[config.mk]
export PLATFORM = sky130hd
export DESIGN_NAME = lcd_bus_bridge
export DESIGN_NICKNAME = d
export VERILOG_FILES = /design/src/rtl/lcdb_pkg.sv /design/src/rtl/lcdb_sync.sv /design/src/rtl/lcdb_capture.sv /design/src/rtl/lcdb_regs.sv /design/src/rtl/lcd_bus_bridge.sv
export SDC_FILE = /design/constraint.sdc
export NUM_CORES = 1
export LEC_CHECK = 0
export BUFFER_PORTS_ARGS = -buffer_cell sky130_fd_sc_hd__clkbuf_2
export CAP_MARGIN = 5
export CORE_UTILIZATION = 28
export DETAILED_ROUTE_END_ITERATION = 12
export PLACE_DENSITY_LB_ADDON = 0.3
export SETUP_SLACK_MARGIN = 0.3
export SKIP_CTS_REPAIR_TIMING = 1
export SLEW_MARGIN = 0
export SYNTH_ARGS = -nofsm -noshare
export SYNTH_HDL_FRONTEND = slang
export SYNTH_SLANG_ARGS = --single-unit
[constraint.sdc]
create_clock -name clk -period 3.42 [get_ports clk]
set_input_delay 0.171 -clock clk [delete_from_list [all_inputs] [get_ports clk]]
set_output_delay 0.171 -clock clk [all_outputs]
set_load 0.01 [all_outputs]
[src/rtl/lcdb_pkg.sv]
// Package: shared types and constants for the LCD bus bridge.
// Assumes an 8-bit multiplexed bus and a 3-bit LCD control group.
package lcdb_pkg;
    localparam int BYTE_W = 8;

    // Bit positions inside the control group; the output ports decode these.
    localparam int CTL_RW = 0;
    localparam int CTL_E  = 1;
    localparam int CTL_RS = 2;
    localparam int CTL_W  = 3;

    // One completed bus write as seen after synchronization.
    typedef struct packed {
        logic [BYTE_W-1:0] hi;
        logic [BYTE_W-1:0] lo;
        logic [BYTE_W-1:0] data;
    } bus_wr_t;

    // Register targeted by a write.
    typedef enum logic [1:0] {
        TGT_NONE = 2'd0,
        TGT_RS   = 2'd1,
        TGT_EN   = 2'd2,
        TGT_DB   = 2'd3
    } tgt_e;
endpackage

[src/rtl/lcdb_sync.sv]
// Module: multi-flop synchronizer for a vector of slow bus inputs.
// Assumes STAGES >= 2 and that all bits are stable across several clocks,
// so bits that travel together arrive together.
module lcdb_sync #(
    parameter int               WIDTH     = 8,
    parameter int               STAGES    = 2,
    parameter logic [WIDTH-1:0] RESET_VAL = '0
) (
    input  logic             clk,
    input  logic             rst_n,
    input  logic [WIDTH-1:0] d,
    output logic [WIDTH-1:0] q
);
    logic [STAGES-1:0][WIDTH-1:0] chain;

    // Shift the inputs through STAGES flops.
    always_ff @(posedge clk) begin
        if (!rst_n) begin
            for (int s = 0; s < STAGES; s++) chain[s] <= RESET_VAL;
        end else begin
            chain[0] <= d;
            for (int s = 1; s < STAGES; s++) chain[s] <= chain[s-1];
        end
    end

    assign q = chain[STAGES-1];
endmodule

[src/rtl/lcdb_capture.sv]
// Module: reconstructs bus write cycles from synchronized strobes.
// Latches the low address during ALE. Samples the high address and data
// while the write strobe is low. Pulses commit for one clock when the
// write strobe rises and the read strobe is idle.
module lcdb_capture
    import lcdb_pkg::*;
(
    input  logic              clk,
    input  logic              rst_n,
    input  logic              ale_s,
    input  logic              wr_n_s,
    input  logic              rd_n_s,
    input  logic [BYTE_W-1:0] ad_s,
    input  logic [BYTE_W-1:0] ahi_s,
    output bus_wr_t           cyc,
    output logic              commit
);
    logic [BYTE_W-1:0] lo_q;
    logic [BYTE_W-1:0] hi_q;
    logic [BYTE_W-1:0] data_q;
    logic              wr_n_d;

    // Capture the low address while the lane carries it.
    always_ff @(posedge clk) begin
        if (!rst_n)     lo_q <= '0;
        else if (ale_s) lo_q <= ad_s;
    end

    // Track the high address and data during the write strobe.
    always_ff @(posedge clk) begin
        if (!rst_n) begin
            hi_q   <= '0;
            data_q <= '0;
        end else if (!wr_n_s) begin
            hi_q   <= ahi_s;
            data_q <= ad_s;
        end
    end

    // Delay the strobe by one clock for edge detection.
    always_ff @(posedge clk) begin
        if (!rst_n) wr_n_d <= 1'b1;
        else        wr_n_d <= wr_n_s;
    end

    assign commit   = wr_n_s & ~wr_n_d & rd_n_s;
    assign cyc.hi   = hi_q;
    assign cyc.lo   = lo_q;
    assign cyc.data = data_q;

    // a commit never repeats on the following clock.
    p_single_commit_r8: assert property (@(posedge clk) disable iff (!rst_n)
        commit |=> !commit);

    // a commit is always preceded by a low strobe.
    p_commit_after_low_r8: assert property (@(posedge clk) disable iff (!rst_n)
        commit |-> $past(!wr_n_s));

    // the low address is held outside the ALE phase.
    p_lo_hold_r2: assert property (@(posedge clk) disable iff (!rst_n)
        !ale_s |=> $stable(cyc.lo));
endmodule

[src/rtl/lcdb_regs.sv]
// Module: decodes committed writes and holds the LCD pin registers.
// Assumes commit lasts one clock per bus cycle. R/W is held at write.
module lcdb_regs
    import lcdb_pkg::*;
#(
    parameter logic [BYTE_W-1:0] HI_RS    = 8'hF0,
    parameter logic [BYTE_W-1:0] HI_EN    = 8'hF1,
    parameter logic [BYTE_W-1:0] HI_DB    = 8'hF3,
    parameter logic [BYTE_W-1:0] LO_MASK  = 8'h00,
    parameter logic [BYTE_W-1:0] LO_MATCH = 8'h00
) (
    input  logic              clk,
    input  logic              rst_n,
    input  logic              commit,
    input  bus_wr_t           cyc,
    output logic              lcd_e,
    output logic              lcd_rs,
    output logic              lcd_rw,
    output logic [BYTE_W-1:0] lcd_db
);
    logic [CTL_W-1:0]  ctrl_q;
    logic [BYTE_W-1:0] db_q;
    logic              lo_ok;
    tgt_e              tgt;

    // Select the target register from the high byte and the low filter.
    always_comb begin
        lo_ok = (((cyc.lo ^ LO_MATCH) & LO_MASK) == '0);
        tgt   = TGT_NONE;
        if (lo_ok) begin
            if (cyc.hi == HI_RS)      tgt = TGT_RS;
            else if (cyc.hi == HI_EN) tgt = TGT_EN;
            else if (cyc.hi == HI_DB) tgt = TGT_DB;
        end
    end

    // Update the control group bit by bit; R/W stays at write.
    always_ff @(posedge clk) begin
        if (!rst_n) begin
            ctrl_q <= '0;
        end else begin
            ctrl_q[CTL_RW] <= 1'b0;
            if (commit && tgt == TGT_RS) ctrl_q[CTL_RS] <= cyc.data[0];
            if (commit && tgt == TGT_EN) ctrl_q[CTL_E]  <= cyc.data[0];
        end
    end

    // Load the data lines; hold them between data-page writes.
    always_ff @(posedge clk) begin
        if (!rst_n)                       db_q <= '0;
        else if (commit && tgt == TGT_DB) db_q <= cyc.data;
    end

    assign lcd_rw = ctrl_q[CTL_RW];
    assign lcd_e  = ctrl_q[CTL_E];
    assign lcd_rs = ctrl_q[CTL_RS];
    assign lcd_db = db_q;

    // the select pin follows data bit 0 of a select-page write.
    p_rs_load_r3: assert property (@(posedge clk) disable iff (!rst_n)
        (commit && lo_ok && cyc.hi == HI_RS) |=> lcd_rs == $past(cyc.data[0]));

    // the enable pin follows data bit 0 of an enable-page write.
    p_en_load_r4: assert property (@(posedge clk) disable iff (!rst_n)
        (commit && lo_ok && cyc.hi == HI_EN) |=> lcd_e == $past(cyc.data[0]));

    // the data lines take the full byte of a data-page write.
    p_db_load_r5: assert property (@(posedge clk) disable iff (!rst_n)
        (commit && lo_ok && cyc.hi == HI_DB) |=> lcd_db == $past(cyc.data));

    // a write to an undecoded page changes nothing.
    p_undecoded_r7: assert property (@(posedge clk) disable iff (!rst_n)
        (commit && cyc.hi != HI_RS && cyc.hi != HI_EN && cyc.hi != HI_DB)
        |=> $stable({lcd_e, lcd_rs, lcd_db}));

    // without a commit, every pin holds.
    p_idle_hold_r8: assert property (@(posedge clk) disable iff (!rst_n)
        !commit |=> $stable({lcd_e, lcd_rs, lcd_db}));

    // the read/write pin never leaves write.
    p_rw_write_r6: assert property (@(posedge clk) disable iff (!rst_n)
        commit |=> !lcd_rw);
endmodule

[src/rtl/lcd_bus_bridge.sv]
// Module: top of the memory-mapped LCD bridge.
// Synchronizes the multiplexed bus, rebuilds write cycles and drives the
// LCD pins. Assumes bus signals are stable for several system clocks.
module lcd_bus_bridge
    import lcdb_pkg::*;
#(
    parameter int                SYNC_STAGES = 2,
    parameter logic [BYTE_W-1:0] HI_RS       = 8'hF0,
    parameter logic [BYTE_W-1:0] HI_EN       = 8'hF1,
    parameter logic [BYTE_W-1:0] HI_DB       = 8'hF3,
    parameter logic [BYTE_W-1:0] LO_MASK     = 8'h00,
    parameter logic [BYTE_W-1:0] LO_MATCH    = 8'h00
) (
    input  logic              clk,
    input  logic              rst_n,
    input  logic [BYTE_W-1:0] bus_ad,
    input  logic [BYTE_W-1:0] bus_ahi,
    input  logic              bus_ale,
    input  logic              bus_wr_n,
    input  logic              bus_rd_n,
    output logic              lcd_e,
    output logic              lcd_rs,
    output logic              lcd_rw,
    output logic [BYTE_W-1:0] lcd_db
);
    localparam int               SYNC_W   = 3 + 2 * BYTE_W;
    localparam logic [SYNC_W-1:0] SYNC_RST = {1'b0, 1'b1, 1'b1, {(2*BYTE_W){1'b0}}};

    logic [SYNC_W-1:0] raw_bus;
    logic [SYNC_W-1:0] sync_bus;
    logic              ale_s;
    logic              wr_n_s;
    logic              rd_n_s;
    logic [BYTE_W-1:0] ahi_s;
    logic [BYTE_W-1:0] ad_s;
    bus_wr_t           cyc;
    logic              commit;

    assign raw_bus = {bus_ale, bus_wr_n, bus_rd_n, bus_ahi, bus_ad};
    assign {ale_s, wr_n_s, rd_n_s, ahi_s, ad_s} = sync_bus;

    lcdb_sync #(
        .WIDTH    (SYNC_W),
        .STAGES   (SYNC_STAGES),
        .RESET_VAL(SYNC_RST)
    ) sync_i (
        .clk  (clk),
        .rst_n(rst_n),
        .d    (raw_bus),
        .q    (sync_bus)
    );

    lcdb_capture capture_i (
        .clk   (clk),
        .rst_n (rst_n),
        .ale_s (ale_s),
        .wr_n_s(wr_n_s),
        .rd_n_s(rd_n_s),
        .ad_s  (ad_s),
        .ahi_s (ahi_s),
        .cyc   (cyc),
        .commit(commit)
    );

    lcdb_regs #(
        .HI_RS   (HI_RS),
        .HI_EN   (HI_EN),
        .HI_DB   (HI_DB),
        .LO_MASK (LO_MASK),
        .LO_MATCH(LO_MATCH)
    ) regs_i (
        .clk   (clk),
        .rst_n (rst_n),
        .commit(commit),
        .cyc   (cyc),
        .lcd_e (lcd_e),
        .lcd_rs(lcd_rs),
        .lcd_rw(lcd_rw),
        .lcd_db(lcd_db)
    );

    // a write strobe rising during a read commits nothing.
    p_rd_blocks_r9: assert property (@(posedge clk) disable iff (!rst_n)
        (!rd_n_s && $rose(wr_n_s)) |=> $stable({lcd_e, lcd_rs, lcd_db}));
endmodule

==> flow_summary.json, run 1 <==
{
  "setup_slack_ns": 1.724,
  "hold_violations": 0,
  "reg2reg_depth": 4,
  "diodes": 0,
  "p_seq_share_pct": 49.8,
  "vias": 1169,
  "cp.arrival_ns": 1.96,
  "cts_buffer_depth": 2,
  "postSynthCellCount": 180,
  "layout-drive-gt1-share_pct": 22.79,
  "p_int_mw": 1.230,
  "fmax_mhz": 589.5,
  "routed_wl_mm": 2.977,
  "cp.depth": 4,
  "fp-row-count": 30,
  "die_w_um": 88.02,
  "synth_top_area_share_pct": 60.87,
  "die_area_um2": 7748,
  "track_usage_pct": 9.217,
  "dp_hpwl_mm": 1.799,
  "io_buffers": 29,
  "worstHoldEndpoint": "sync_i.chain[16]",
  "cts_buffers": 9,
  "rsz0062_at_grt": "false",
  "grt_pass1_wl_mm": 5.188,
  "power_switching_mw": 0.2997,
  "slew-limit-headroom_pct": 28.08,
  "hold_path.class": "input pin to register",
  "clkPwrFrac_pct": 47.2,
  "switching_share_pct": 19.59,
  "tightest_slew_ns": 1.079,
  "grt-ovfl-total": 0,
  "drtAntennaViolNets": 0,
  "grt_pass1_vias": 1142,
  "finalPower_mw": 1.530,
  "cts.clk_slew.worst_paths_ns": 0.07,
  "clock_latency_ns": 0.33,
  "setup_tns_ns": 0,
  "mostFrequentLayoutCell": "dfxtp_1",
  "worstHoldStart": "bus_rd_n",
  "viasPerCell": 3.759,
  "synth_area_um2": 2072,
  "drc": 0,
  "vdd_drop_max_mv": 0.1827,
  "startpoint_type": "register",
  "max-cap-violations": 0,
  "yosys.area.top_type": "dfxtp_1",
  "reg2reg_to": "regs_i.lcd_db[7]",
  "worstSetupPathType": "register to register",
  "min_path_cells": 2,
  "first_pass_iters": 4,
  "end_kind": "register",
  "crit_slowest_cell": "nor4_4",
  "crit_family": "simple AND/OR/NAND/NOR gates",
  "p_leak_nw": 1.066,
  "crit_chain": "buf_4, nand4b_4, nor4_4, mux2i_1",
  "p_comb_share_pct": 3.1,
  "finalCritPeriodShare_pct": 49.60,
  "initial_utilization_pct": 29.68,
  "r2r_start": "sync_i.q[17]",
  "ys_types": 15,
  "wire_per_inst_um": 9.572,
  "finalCriticalPeriod_ns": 1.696,
  "synth_nets": 201,
  "die_h_um": 88.02,
  "synth_area_leaders": "dfxtp_1 61%, mux2i_1 13%, and2_1 9.7%, nor2b_1 4.8%, nand2_1 3.4%",
  "cts_tree": "done",
  "drtIter0Drc": 77,
  "area_growth_pct": 21.92,
  "slew_violations": 0,
  "syn_area_per_cell_um2": 11.51,
  "ios": 32,
  "powerDensity_nw_per_um2": 605.6,
  "finalSetupViolCount": 0,
  "cts.sinks": 63,
  "synth-seq-area-share_pct": 60.87,
  "critPathBufInv": 1,
  "ys_ff_latch": 63,
  "status": "completed",
  "htreeDepth": 3,
  "gp_congestion": 0.5911,
  "fin_nets": 231,
  "final_cell_mix": "63 x dfxtp_1, 32 x and2_1, 29 x clkbuf_2",
  "synth_warnings": 0,
  "coreArea_um2": 6982,
  "rrSetupSlack_ns": 1.72,
  "crit_required_ns": 3.68,
  "cp_max_fo": 18,
  "antenna_found_initial": 0,
  "grt_max_degree": 72,
  "critPathMaxStageDelay_ns": 0.59,
  "clock-root-buffer": "clkbuf_8",
  "pre_cts_slack_ns": 1.714,
  "fin_skew_ns": 0.006120
}
==> worst max-delay path by stage <==
| stage | from | slack [ns] | endpoint |
|---|---|---|---|
| 2_1_floorplan | sync_i.q[17] | 2.08 | regs_i.lcd_db[0] |
| 5_1_grt | sync_i.q[17] | 1.55 | regs_i.lcd_db[1] |
| 3_3_place_gp | sync_i.q[17] | 1.72 | regs_i.lcd_db[4] |
| 3_5_place_dp | sync_i.q[17] | 1.71 | regs_i.lcd_db[7] |
| 4_1_cts | sync_i.q[17] | 1.69 | regs_i.lcd_db[7] |
| 6_report | sync_i.q[17] | 1.72 | regs_i.lcd_db[7] |
==> per-layer routing <==
metal	global-route usage, %	part of all wire [%]	wire length [µm]	vias up
li1	-	-	-	635
met1	11.63	51	1519	498
met2	11.70	39	1164	29
met3	4.147	6.9	206	7
met4	7.918	2.9	87	0
met5	0	0	0	-
==> through the flow <==
step	cell area (µm²)	hold slack, ns	instances	utilization (%)
2_1_floorplan	2072	0.2725	180	-
3_3_place_gp	2295	0.3612	295	32.87
3_5_place_dp	2295	0.3661	295	32.87
4_1_cts	2526	0.01069	311	36.18
5_1_grt	2526	0.01885	311	36.18
6_report	2526	0.02512	311	36.18
==> state kept, by name (all words and copies together), names as in the netlist <==
| name | flops |
|---|---|
| sync_i.q | 18 |
| regs_i.ctrl_q | 2 |
| capture_i.wr_n_d | 1 |
| capture_i.data_q | 8 |
| regs_i.lcd_db | 8 |
| capture_i.hi_q | 8 |
| sync_i.chain | 18 |
==> layout make-up <==
type                    instances  area [µm²]
clock inverters                 5       80.08
well taps                      96       120.1
repair buffers                 30       152.6
multi-input cells             106       760.7
clock buffers                  11       151.4
fillers                       744        4456
flip-flops and latches         63        1261
==> cell families (layout without fill, tap and decap cells) <==
group | after synthesis | after routing | share of synthesized area, %
and+or+nand+nor | 79 | 79 | 23.97
DFF | 63 | 63 | 60.87
muxes | 26 | 26 | 12.56
buffers and inverters | 11 | 46 | 2.415
other | 1 | 1 | 0.1810
==> cells in the mapped netlist <==
master / n
and2_1: 32
buf_2: 1
buf_4: 2
clkbuf_1: 8
conb_1: 1
dfxtp_1: 63
mux2i_1: 26
nand2_1: 19
nand2b_1: 6
nand4b_4: 2
nor2_1: 1
nor2b_1: 16
nor4_1: 1
nor4_4: 1
nor4b_1: 1
==> power by group through the flow <==
stage               logic, mW  registers [mW]  clock network, mW
floorplan              0.0351           0.777                  0
global placement       0.0480           0.778                  0
detailed placement     0.0484           0.779                  0
CTS                    0.0485           0.762              0.747
global route           0.0537           0.764              0.788
finish                 0.0467           0.762              0.721
==> worst register-to-register path: stages (launching register included) <==
cell and delay (ns):
dfxtp_1 0.31, buf_4 0.30, nand4b_4 0.18, nor4_4 0.59, mux2i_1 0.26
Note: power is estimated with default switching activity, not from simulation.
==> run 2, diff against run 1 <==
==> constraint.sdc (replaced) <==
create_clock -name clk -period 1.7 [get_ports clk]
set_input_delay 0.085 -clock clk [delete_from_list [all_inputs] [get_ports clk]]
set_output_delay 0.085 -clock clk [all_outputs]
set_load 0.01 [all_outputs]
==> flow_summary.json, run 2 (synthesis results as in run 1) <==
{
  "status": "completed",
  "ios": 32,
  "finalPower_mw": 2.974,
  "io_buffers": 29,
  "startpoint_type": "register",
  "routed_wl_mm": 3.102,
  "power_switching_mw": 0.5784,
  "crit_chain": "nand4b_4, nor4_4, buf_4, mux2i_1",
  "cp_max_fo": 8,
  "fp-row-count": 30,
  "htreeDepth": 3,
  "fmax_mhz": 774.8,
  "grt_pass1_wl_mm": 5.285,
  "cts.clk_slew.worst_paths_ns": 0.06,
  "rrSetupSlack_ns": 0.41,
  "fin_skew_ns": 0.006019,
  "max-cap-violations": 0,
  "critPathBufInv": 1,
  "mostFrequentLayoutCell": "dfxtp_1",
  "fin_util_pct": 38.87,
  "hold_violations": 0,
  "powerDensity_nw_per_um2": 1096,
  "wire_per_inst_um": 9.315,
  "finalCriticalPeriod_ns": 1.291,
  "fillers": 721,
  "drtAntennaViolNets": 0,
  "slew_violations": 0,
  "final_cell_mix": "63 x dfxtp_1, 32 x and2_1, 29 x clkbuf_2",
  "vias": 1255,
  "finalCritPeriodShare_pct": 75.92,
  "worstHoldEndpoint": "capture_i.wr_n_d",
  "grt-ovfl-total": 0,
  "end_kind": "register",
  "finalSetupViolCount": 0,
  "crit_family": "simple AND/OR/NAND/NOR gates",
  "die_area_um2": 7748,
  "p_comb_share_pct": 4.4,
  "first_pass_iters": 4,
  "crit_slowest_cell": "dfxtp_1",
  "worstHoldStart": "rst_n",
  "grt_pass1_vias": 1200,
  "hold_path.class": "input pin to register",
  "layout-drive-gt1-share_pct": 21.94,
  "cp.depth": 4,
  "postPlaceCellArea_um2": 2325,
  "fin_nets": 253,
  "viasPerCell": 3.769,
  "drc": 0,
  "diodes": 0,
  "cts_buffer_depth": 2,
  "antenna_found_initial": 0,
  "p_seq_share_pct": 51.6,
  "die_w_um": 88.02,
  "r2r_start": "capture_i.hi_q[6]",
  "vdd_drop_max_mv": 0.3715,
  "gp_congestion": 0.6365,
  "setup_tns_ns": 0,
  "fin_area_um2": 2714,
  "p_leak_nw": 1.159,
  "dp.cells": 299,
  "reg2reg_depth": 4,
  "switching_share_pct": 19.45,
  "layout.cells.non_filler": 333,
  "reg2reg_to": "regs_i.lcd_db[7]",
  "coreArea_um2": 6982,
  "cts_buffers": 9,
  "clock-root-buffer": "clkbuf_8",
  "initial_utilization_pct": 29.68,
  "rsz0062_at_grt": "false",
  "cts.sinks": 63,
  "dp_hpwl_mm": 2.019,
  "track_usage_pct": 9.356,
  "cp.arrival_ns": 1.55,
  "drtIter0Drc": 39,
  "crit_required_ns": 1.96,
  "min_path_cells": 2,
  "die_h_um": 88.02,
  "critPathMaxStageDelay_ns": 0.37,
  "p_int_mw": 2.396,
  "worstSetupPathType": "register to register",
  "clkPwrFrac_pct": 44.0,
  "clock_latency_ns": 0.33,
  "grt_max_degree": 22,
  "cts_tree": "done",
  "area_growth_pct": 30.98
}
## run 2: worst max path at each step
stage                           start               end  slack (ns)
finish              capture_i.hi_q[6]  regs_i.lcd_db[7]        0.41
global route        capture_i.hi_q[6]  regs_i.lcd_db[7]        0.30
CTS                 capture_i.hi_q[6]  regs_i.lcd_db[7]        0.40
detailed placement  capture_i.hi_q[6]  regs_i.lcd_db[0]        0.41
global placement    capture_i.hi_q[6]  regs_i.lcd_db[0]        0.44
floorplan                sync_i.q[17]  regs_i.lcd_db[0]        0.36
## run 2: worst register-to-register path: stages (launching register included)
cell      delay (ns)
dfxtp_1         0.37
nand4b_4        0.15
nor4_4          0.27
buf_4           0.24
mux2i_1         0.20
## run 2: cell type report
cell class / count / area [µm²] / area share, %
clock buffer: 13 / 168.9 / 6.224
clock inverter: 3 / 40.04 / 1.475
multi-input combinational: 106 / 760.7 / 28.03
sequential: 63 / 1261 / 46.47
tap: 96 / 120.1 / 4.426
timing repair buffer: 52 / 362.8 / 13.37
## run 2: per-layer routing
| layer | GRT usage (%) | up-vias | routed length (µm) |
|---|---|---|---|
| met1 | 11.68 | 542 | 1629 |
| li1 | - | 673 | - |
| met5 | 0 | - | 0 |
| met4 | 7.918 | 0 | 106 |
| met2 | 12.19 | 31 | 1160 |
| met3 | 4.053 | 9 | 205 |
## run 2: stage by stage
step / hold slack [ns] / setup WS, ns
after detailed placement: 0.2785 / 0.4101
after global placement: 0.2730 / 0.4373
final: 0.1431 / 0.4093
after CTS: -0.07888 / 0.4004
after floorplan: 0.1865 / 0.3631
after global routing: 0.1912 / 0.3023
## run 2: power by group through the flow
stage	Clock [mW]	Sequential (mW)	Combinational [mW]
after floorplan	0	1.56	0.0706
after global placement	0	1.57	0.101
after detailed placement	0	1.57	0.101
after CTS	1.36	1.53	0.101
after global routing	1.42	1.54	0.149
final	1.31	1.53	0.131
